File: src/rtl/qspi_cmd_rx.sv
module qspi_cmd_rx #(
  parameter logic [7:0] RATE_CMD   = 8'hE7,
  parameter logic [7:0] RATE_RESET = 8'h00
) (
  input  logic        clk,
  input  logic        rst_n,
  input  logic        qspi_sclk,
  input  logic        qspi_cs_n,
  input  logic [3:0]  qspi_io,
  input  logic [7:0]  pix_code_a,
  input  logic [7:0]  pix_code_b,
  input  logic        fifo_full,
  output logic        fifo_wr_en,
  output logic [16:0] fifo_wr_data,
  output logic        overflow,
  output logic [7:0]  rate_value
);

  typedef enum logic [2:0] {M_CMD, M_PARAM, M_PIXEL, M_RATE, M_SKIP} mode_t;

  logic [1:0] sclk_s, cs_s;
  logic [3:0] io_m, io_s;
  logic       sclk_q;

  always_ff @(posedge clk) begin
    if (!rst_n) begin
      sclk_s <= 2'b00;
      cs_s   <= 2'b11;
      io_m   <= '0;
      io_s   <= '0;
      sclk_q <= 1'b0;
    end else begin
      sclk_s <= {sclk_s[0], qspi_sclk};
      cs_s   <= {cs_s[0], qspi_cs_n};
      io_m   <= qspi_io;
      io_s   <= io_m;
      sclk_q <= sclk_s[1];
    end
  end

  wire cs_low  = !cs_s[1];
  wire edge_in = cs_low && sclk_s[1] && !sclk_q;

  mode_t      mode;
  logic       nib_phase, pix_half;
  logic [3:0] nib_hi;
  logic [7:0] pix_hi;

  wire        byte_done = edge_in && nib_phase;
  wire [7:0]  rx_byte   = {nib_hi, io_s};
  wire        is_pix    = (rx_byte == pix_code_a) || (rx_byte == pix_code_b);

  logic        emit;
  logic [16:0] word;

  always_comb begin
    emit = 1'b0;
    word = {1'b1, 8'h00, rx_byte};
    case (mode)
      M_CMD: begin
        emit = byte_done && (is_pix || rx_byte != RATE_CMD);
        word = {1'b0, 8'h00, rx_byte};
      end
      M_PARAM: emit = byte_done;
      M_PIXEL: begin
        emit = byte_done && pix_half;
        word = {1'b1, pix_hi, rx_byte};
      end
      default: emit = 1'b0;
    endcase
  end

  always_ff @(posedge clk) begin
    if (!rst_n) begin
      mode       <= M_CMD;
      nib_phase  <= 1'b0;
      pix_half   <= 1'b0;
      nib_hi     <= '0;
      pix_hi     <= '0;
      rate_value <= RATE_RESET;
    end else if (!cs_low) begin
      mode      <= M_CMD;
      nib_phase <= 1'b0;
      pix_half  <= 1'b0;
    end else if (edge_in) begin
      nib_phase <= !nib_phase;
      if (!nib_phase) nib_hi <= io_s;
      if (byte_done) begin
        case (mode)
          M_CMD:   mode <= is_pix ? M_PIXEL : (rx_byte == RATE_CMD) ? M_RATE : M_PARAM;
          M_PIXEL: begin
            pix_half <= !pix_half;
            if (!pix_half) pix_hi <= rx_byte;
          end
          M_RATE: begin
            rate_value <= rx_byte;
            mode       <= M_SKIP;
          end
          default: ;
        endcase
      end
    end
  end

  always_ff @(posedge clk) begin
    if (!rst_n) begin
      fifo_wr_en   <= 1'b0;
      fifo_wr_data <= '0;
      overflow     <= 1'b0;
    end else begin
      fifo_wr_en <= emit;
      if (emit) fifo_wr_data <= word;
      if (emit && fifo_full) overflow <= 1'b1;
    end
  end

  assert_write_in_frame_R9: assert property (@(posedge clk) disable iff (!rst_n)
    fifo_wr_en |-> $past(cs_low));
  assert_no_back_to_back_R9: assert property (@(posedge clk) disable iff (!rst_n)
    fifo_wr_en |=> !fifo_wr_en);
  assert_cmd_upper_zero_R3: assert property (@(posedge clk) disable iff (!rst_n)
    (fifo_wr_en && !fifo_wr_data[16]) |-> fifo_wr_data[15:8] == 8'h00);
  assert_overflow_sticky_R8: assert property (@(posedge clk) disable iff (!rst_n)
    overflow |=> overflow);
  assert_overflow_cause_R8: assert property (@(posedge clk) disable iff (!rst_n)
    $rose(overflow) |-> fifo_wr_en && $past(fifo_full));
  assert_rate_in_frame_R6: assert property (@(posedge clk) disable iff (!rst_n)
    !$stable(rate_value) |-> $past(cs_low));

endmodule

File: config.mk
export PLATFORM = sky130hd
export DESIGN_NAME = qspi_cmd_rx
export DESIGN_NICKNAME = d
export VERILOG_FILES = /design/src/rtl/qspi_cmd_rx.sv
export SDC_FILE = /design/constraint.sdc
export NUM_CORES = 1
export LEC_CHECK = 0
export ABC_AREA = 1
export BUFFER_PORTS_ARGS = -buffer_cell sky130_fd_sc_hd__buf_4
export CORE_MARGIN = 10
export CORE_UTILIZATION = 48
export DETAILED_ROUTE_END_ITERATION = 10
export PLACE_DENSITY = 0.75
export SLEW_MARGIN = 20
export SYNTH_ARGS = -nofsm -noshare
export SYNTH_HDL_FRONTEND = slang
export SYNTH_SLANG_ARGS = --single-unit
File: constraint.sdc
create_clock -name clk -period 1.5 [get_ports clk]
set_input_delay 0.225 -clock clk [delete_from_list [all_inputs] [get_ports clk]]
set_output_delay 0.225 -clock clk [all_outputs]
set_load 0.03 [all_outputs]
Yosys cells after proc, flatten, opt, wreduce, memory -nomap -nowiden. Index checks and enable logic that the tools add are counted.

Equality and inequality tests: 7. Muxes and demuxes: 5. Reduce and logical (&&, ||, !) cells: 20. Bitwise logic cells: 4.

Operator list (count): case mux 17 bit (2 select lines) (1); equality test 8 bit (2); AND reduction 3 bit (3); equality test 8 bit (second input constant) (1); inequality test 8 bit (second input constant) (1); equality test 3 x 2 -> 1 bit (second input constant) (2); logical AND 1 bit (6); case mux 3 bit (2 select lines) (1); AND reduction 5 bit (1); logical NOT 1 bit (4); two-way mux 2 bit (2); NOT 1 bit (4); AND reduction 4 bit (1); equality test 3 x 1 -> 1 bit (second input constant) (1); logical NOT 3 bit (1); case mux 1 bit (3 select lines) (1); logical OR 1 bit (2); nonzero test 2 bit (1); OR reduction 2 bit (1).

Flip-flop bits (word level): 57. Word-level logic and storage cells: 50. Output and inout port bits: 27. Bits of input ports: 25.

Longest topological paths before layout.
Depth in word-level cells: 7. Mapped depth: 13. Gate-level depth less buffers: 13.

Worst setup path after synthesis. OpenSTA, ideal clock, no wires.

Path kind: register to register. From: register cs_s[1]. To: register pix_hi[6]. Data arrival time: 1344 ps. Stages on the path, launching flop included: 10. Slack: 37 ps. Data required time: 1381 ps. Library setup time: 119 ps. Clock period less this slack: 1463 ps. Path buffers: 1. Path through: dfxtp_1 nor3b_2 inv_2 nor2_4 nand2_1 inv_2 nand2_2 buf_2 o21ai_1 a21oi_1.

Word-level cells in the longest chain between the ends: 5. Elaborated cells on any way between the ends: 6.

Ends and longest elaborated chain: start, declared (line 21) `logic [1:0] sclk_s, cs_s;`; start signal, assigned (line 34) `cs_s <= {cs_s[0], qspi_cs_n};`; logical NOT 1 bit (line 41) `wire cs_low = !cs_s[1];`; logical AND 1 bit (2 in a row) (line 42) `wire edge_in = cs_low && sclk_s[1] && !sclk_q;`; logical AND 1 bit (line 49) `wire byte_done = edge_in && nib_phase;`; AND reduction 5 bit (no line) *; end signal, assigned (line 93) `if (!pix_half) pix_hi <= rx_byte;`; end, declared (line 47) `logic [7:0] pix_hi;`.

Every way passes the cells marked *; elsewhere a longest branch is shown, timed or not. A chain may end at the register's enable or synchronous reset.

Worst setup path after layout.
From: register io_s[2]. To: register fifo_wr_data[8].

Word-level cells in the longest chain between the ends: 5. Elaborated cells on any way between the ends: 7.

Ends and longest elaborated chain: start, declared (line 22) `logic [3:0] io_m, io_s;`; start signal, assigned (line 36) `io_s <= io_m;`; equality test 8 bit (line 51) `wire is_pix = (rx_byte == pix_code_a) || (rx_byte == pix_code_b);`; logical OR 1 bit (line 51); logical OR 1 bit * (line 61) `emit = byte_done && (is_pix || rx_byte != RATE_CMD);`; logical AND 1 bit * (line 61); case mux 1 bit (3 select lines) * (line 59) `case (mode)`; end signal, assigned (line 112) `if (emit) fifo_wr_data <= word;`; end, declared (line 14) `output logic [16:0] fifo_wr_data,`.

Marks and branches as above.

==> results_dict.tcl <==
set metrics [dict create \
    layout-drive-gt1-share 0.400 \
    cp-start-kind "flop" \
    coreArea_sq_um 4750 \
    synthDistinctLibCells 27 \
    dpl-instance-area_sq_um 2970 \
    syn_area_sq_um 2370 \
    hold_viol 0 \
    reg2reg_from "io_s[2]" \
    min_from "qspi_io[1]" \
    crit_start "io_s[2]" \
    die_y_um 90.3 \
    grt_max_degree 30 \
    drv_cap 0 \
    clk_latency_ps 330 \
    synth_fp_nets 325 \
    cts.sinks 57 \
    grt_pass1_wl_um 9670 \
    pre_cts_ws_ps -109 \
    finalWorstSetupSlack_ps -42.2 \
    maxSlewViolCount 0 \
    max_slew_margin 0.775 \
    setup_tns_ps -372 \
    gp_congestion 0.864 \
    p_leak_nw 1.42 \
    area.growth.synth_to_final_pct 39.8 \
    power_density_nw_per_um2 900 \
    crit_path_end_kind "flop" \
    htreeDepth 3 \
    grt_use_total 0.147 \
    antenna_cells 0 \
    clk_pin_slew_ps 60 \
    seq_area_frac_synth 0.482 \
    min_path_cells 3 \
    detail-route-antenna-nets 0 \
    drt-initial-drc-count 116 \
    dp_hpwl_um 4210 \
    clock_tree.root_cell "clkbuf_8" \
    skew_ps 5.68 \
    critical_path_required_ps 1770 \
    vdd_drop_max_mv 0.860 \
    cp_max_fo 9 \
    vias 2167 \
    antenna_found_initial 0 \
    hp-class "in -> reg" \
    die_width_um 90.3 \
    status "finished with violations" \
    post-route-period-util 1.03 \
    clock.fmax_ghz 0.648 \
    first_global_vias 2128 \
    critical_path_class "reg -> reg" \
    clockBufferDepth 2 \
    drc 0 \
    drt_wl_total_um 5980 \
    ys_warn_count 0 \
    cts_tree "built" \
    ys_ff_latch 57 \
    num_io_pins 52 \
    die-area_sq_um 8150 \
    period_minus_slack_ps 1540 \
    violations "negative setup slack" \
    drt-vias-per-instance 4.79 \
    timing.hold.ws_ps 71.0 \
    grt.overflow.total 0 \
    p_total_mw 2.98 \
    cts-buffers-inserted 9 \
    final_cell_area_sq_um 3310 \
    wl_per_cell_um 13.2 \
    crit_arrival_ps 1810 \
    synthCells 300 \
    syn_area_per_cell_sq_um 7.90 \
    nets 405 \
    firstDrtPassIters 4 \
    rows 25 \
    rsz0062_at_grt "true" \
    initial_utilization 0.498 \
    port_buffers 51 \
    reg2regPathDepth 10 \
    worstMarginPinSlew_ps 335 \
    finalSetupViolCount 16 \
]
-- per-stage QoR --
step | utilization | std cells
global route | 0.697 | 452
detailed placement | 0.626 | 432
global placement | 0.626 | 432
floorplan | - | 300
CTS | 0.673 | 449
finish | 0.697 | 452
-- Yosys cell counts, drive strengths merged --
master | n | area [sq um]
a21oi | 41 | 243
and2 | 1 | 6.26
buf | 7 | 63.8
clkbuf | 5 | 18.8
dfxtp | 57 | 1140
inv | 41 | 154
nand2 | 76 | 339
nand3 | 19 | 95.1
nor2 | 15 | 63.8
nor3 | 3 | 20.0
nor3b | 1 | 12.5
nor4 | 1 | 6.26
o21ai | 20 | 100
or2 | 3 | 18.8
xnor2 | 10 | 87.6
-- routing by layer --
| layer | vias up | share of wire | track usage |
|---|---|---|---|
| met5 | - | 0 | 0 |
| met4 | 0 | 0.011 | 0.0570 |
| met3 | 5 | 0.071 | 0.0657 |
| met2 | 60 | 0.50 | 0.248 |
| met1 | 991 | 0.42 | 0.156 |
| li1 | 1111 | - | - |
-- cells by family (layout without fill, tap and decap cells) --
family	after synthesis	after routing	share of synthesized area
XOR/XNOR	10	10	0.0370
AO/OA/AOI/OAI	61	61	0.145
buffers and inverters	53	137	0.0998
flip-flops	57	57	0.482
AND/OR/NAND/NOR	119	120	0.237
-- layout make-up --
class / instances / area (sq um)
inverters: 41 / 160
clock buffers: 13 / 159
fillers: 393 / 1440
repair inverters: 1 / 5.00
multi-input cells: 191 / 1110
repair buffers: 79 / 618
clock inverters: 3 / 15.0
flip-flops and latches: 57 / 1160
well taps: 67 / 83.8
-- what timing repair did --
action,in CTS,in global routing
hold buffers,0,0
setup buffers,0,2
pin swaps,10,7
endpoints found under the setup margin,19,32
gates cloned,1,1
gates resized for setup,15,23
-- cells in the final DEF, fill, tap and decap left out, types with 4 or more instances in the layout --
| cell | count |
|---|---|
| clkbuf_8 | 11 |
| a21oi_1 | 28 |
| a21oi_2 | 13 |
| nand2_2 | 12 |
| nand2_1 | 61 |
| buf_4 | 77 |
| inv_2 | 4 |
| dfxtp_4 | 4 |
| xnor2_1 | 8 |
| inv_1 | 35 |
| nand3_1 | 13 |
| dfxtp_1 | 48 |
| nor2_1 | 12 |
| o21ai_0 | 17 |
| dfxtp_2 | 5 |
-- path summary, 6_finish.rpt --
check	end	slack (ps)
setup / recovery	fifo_wr_data[8]	-40
hold / removal	io_m[1]	70
setup reg to reg	fifo_wr_data[8]	-40
hold reg to reg	io_s[1]	410
-- where the power goes --
| part | leakage [nW] | internal, mW | switching, mW | total, mW |
|---|---|---|---|---|
| Combinational | 0.859 | 0.0961 | 0.0834 | 0.180 |
| Sequential | 0.467 | 1.53 | 0.0165 | 1.54 |
| Clock | 0.0932 | 0.681 | 0.576 | 1.26 |
| Total | 1.42 | 2.30 | 0.676 | 2.98 |
-- sequential cells by signal, summed over array words and instances, names as in the netlist --
register,cells
fifo_wr_data,17
pix_hi,8
rate_value,8
io_m,4
io_s,4
nib_hi,4
mode,3
cs_s,2
sclk_s,2
fifo_wr_en,1
nib_phase,1
overflow,1
pix_half,1
sclk_q,1
-- critical path, cell delays in order, from the launching register on --
cell	delay (ps)
dfxtp_4	370
xnor2_2	150
nand2_1	90
nor2_2	120
nand2_1	70
nand3_1	90
nand2_2	90
nand2_8	140
buf_12	130
nand3_1	70
a21oi_1	140
Power figures use the tool's default switching activity.
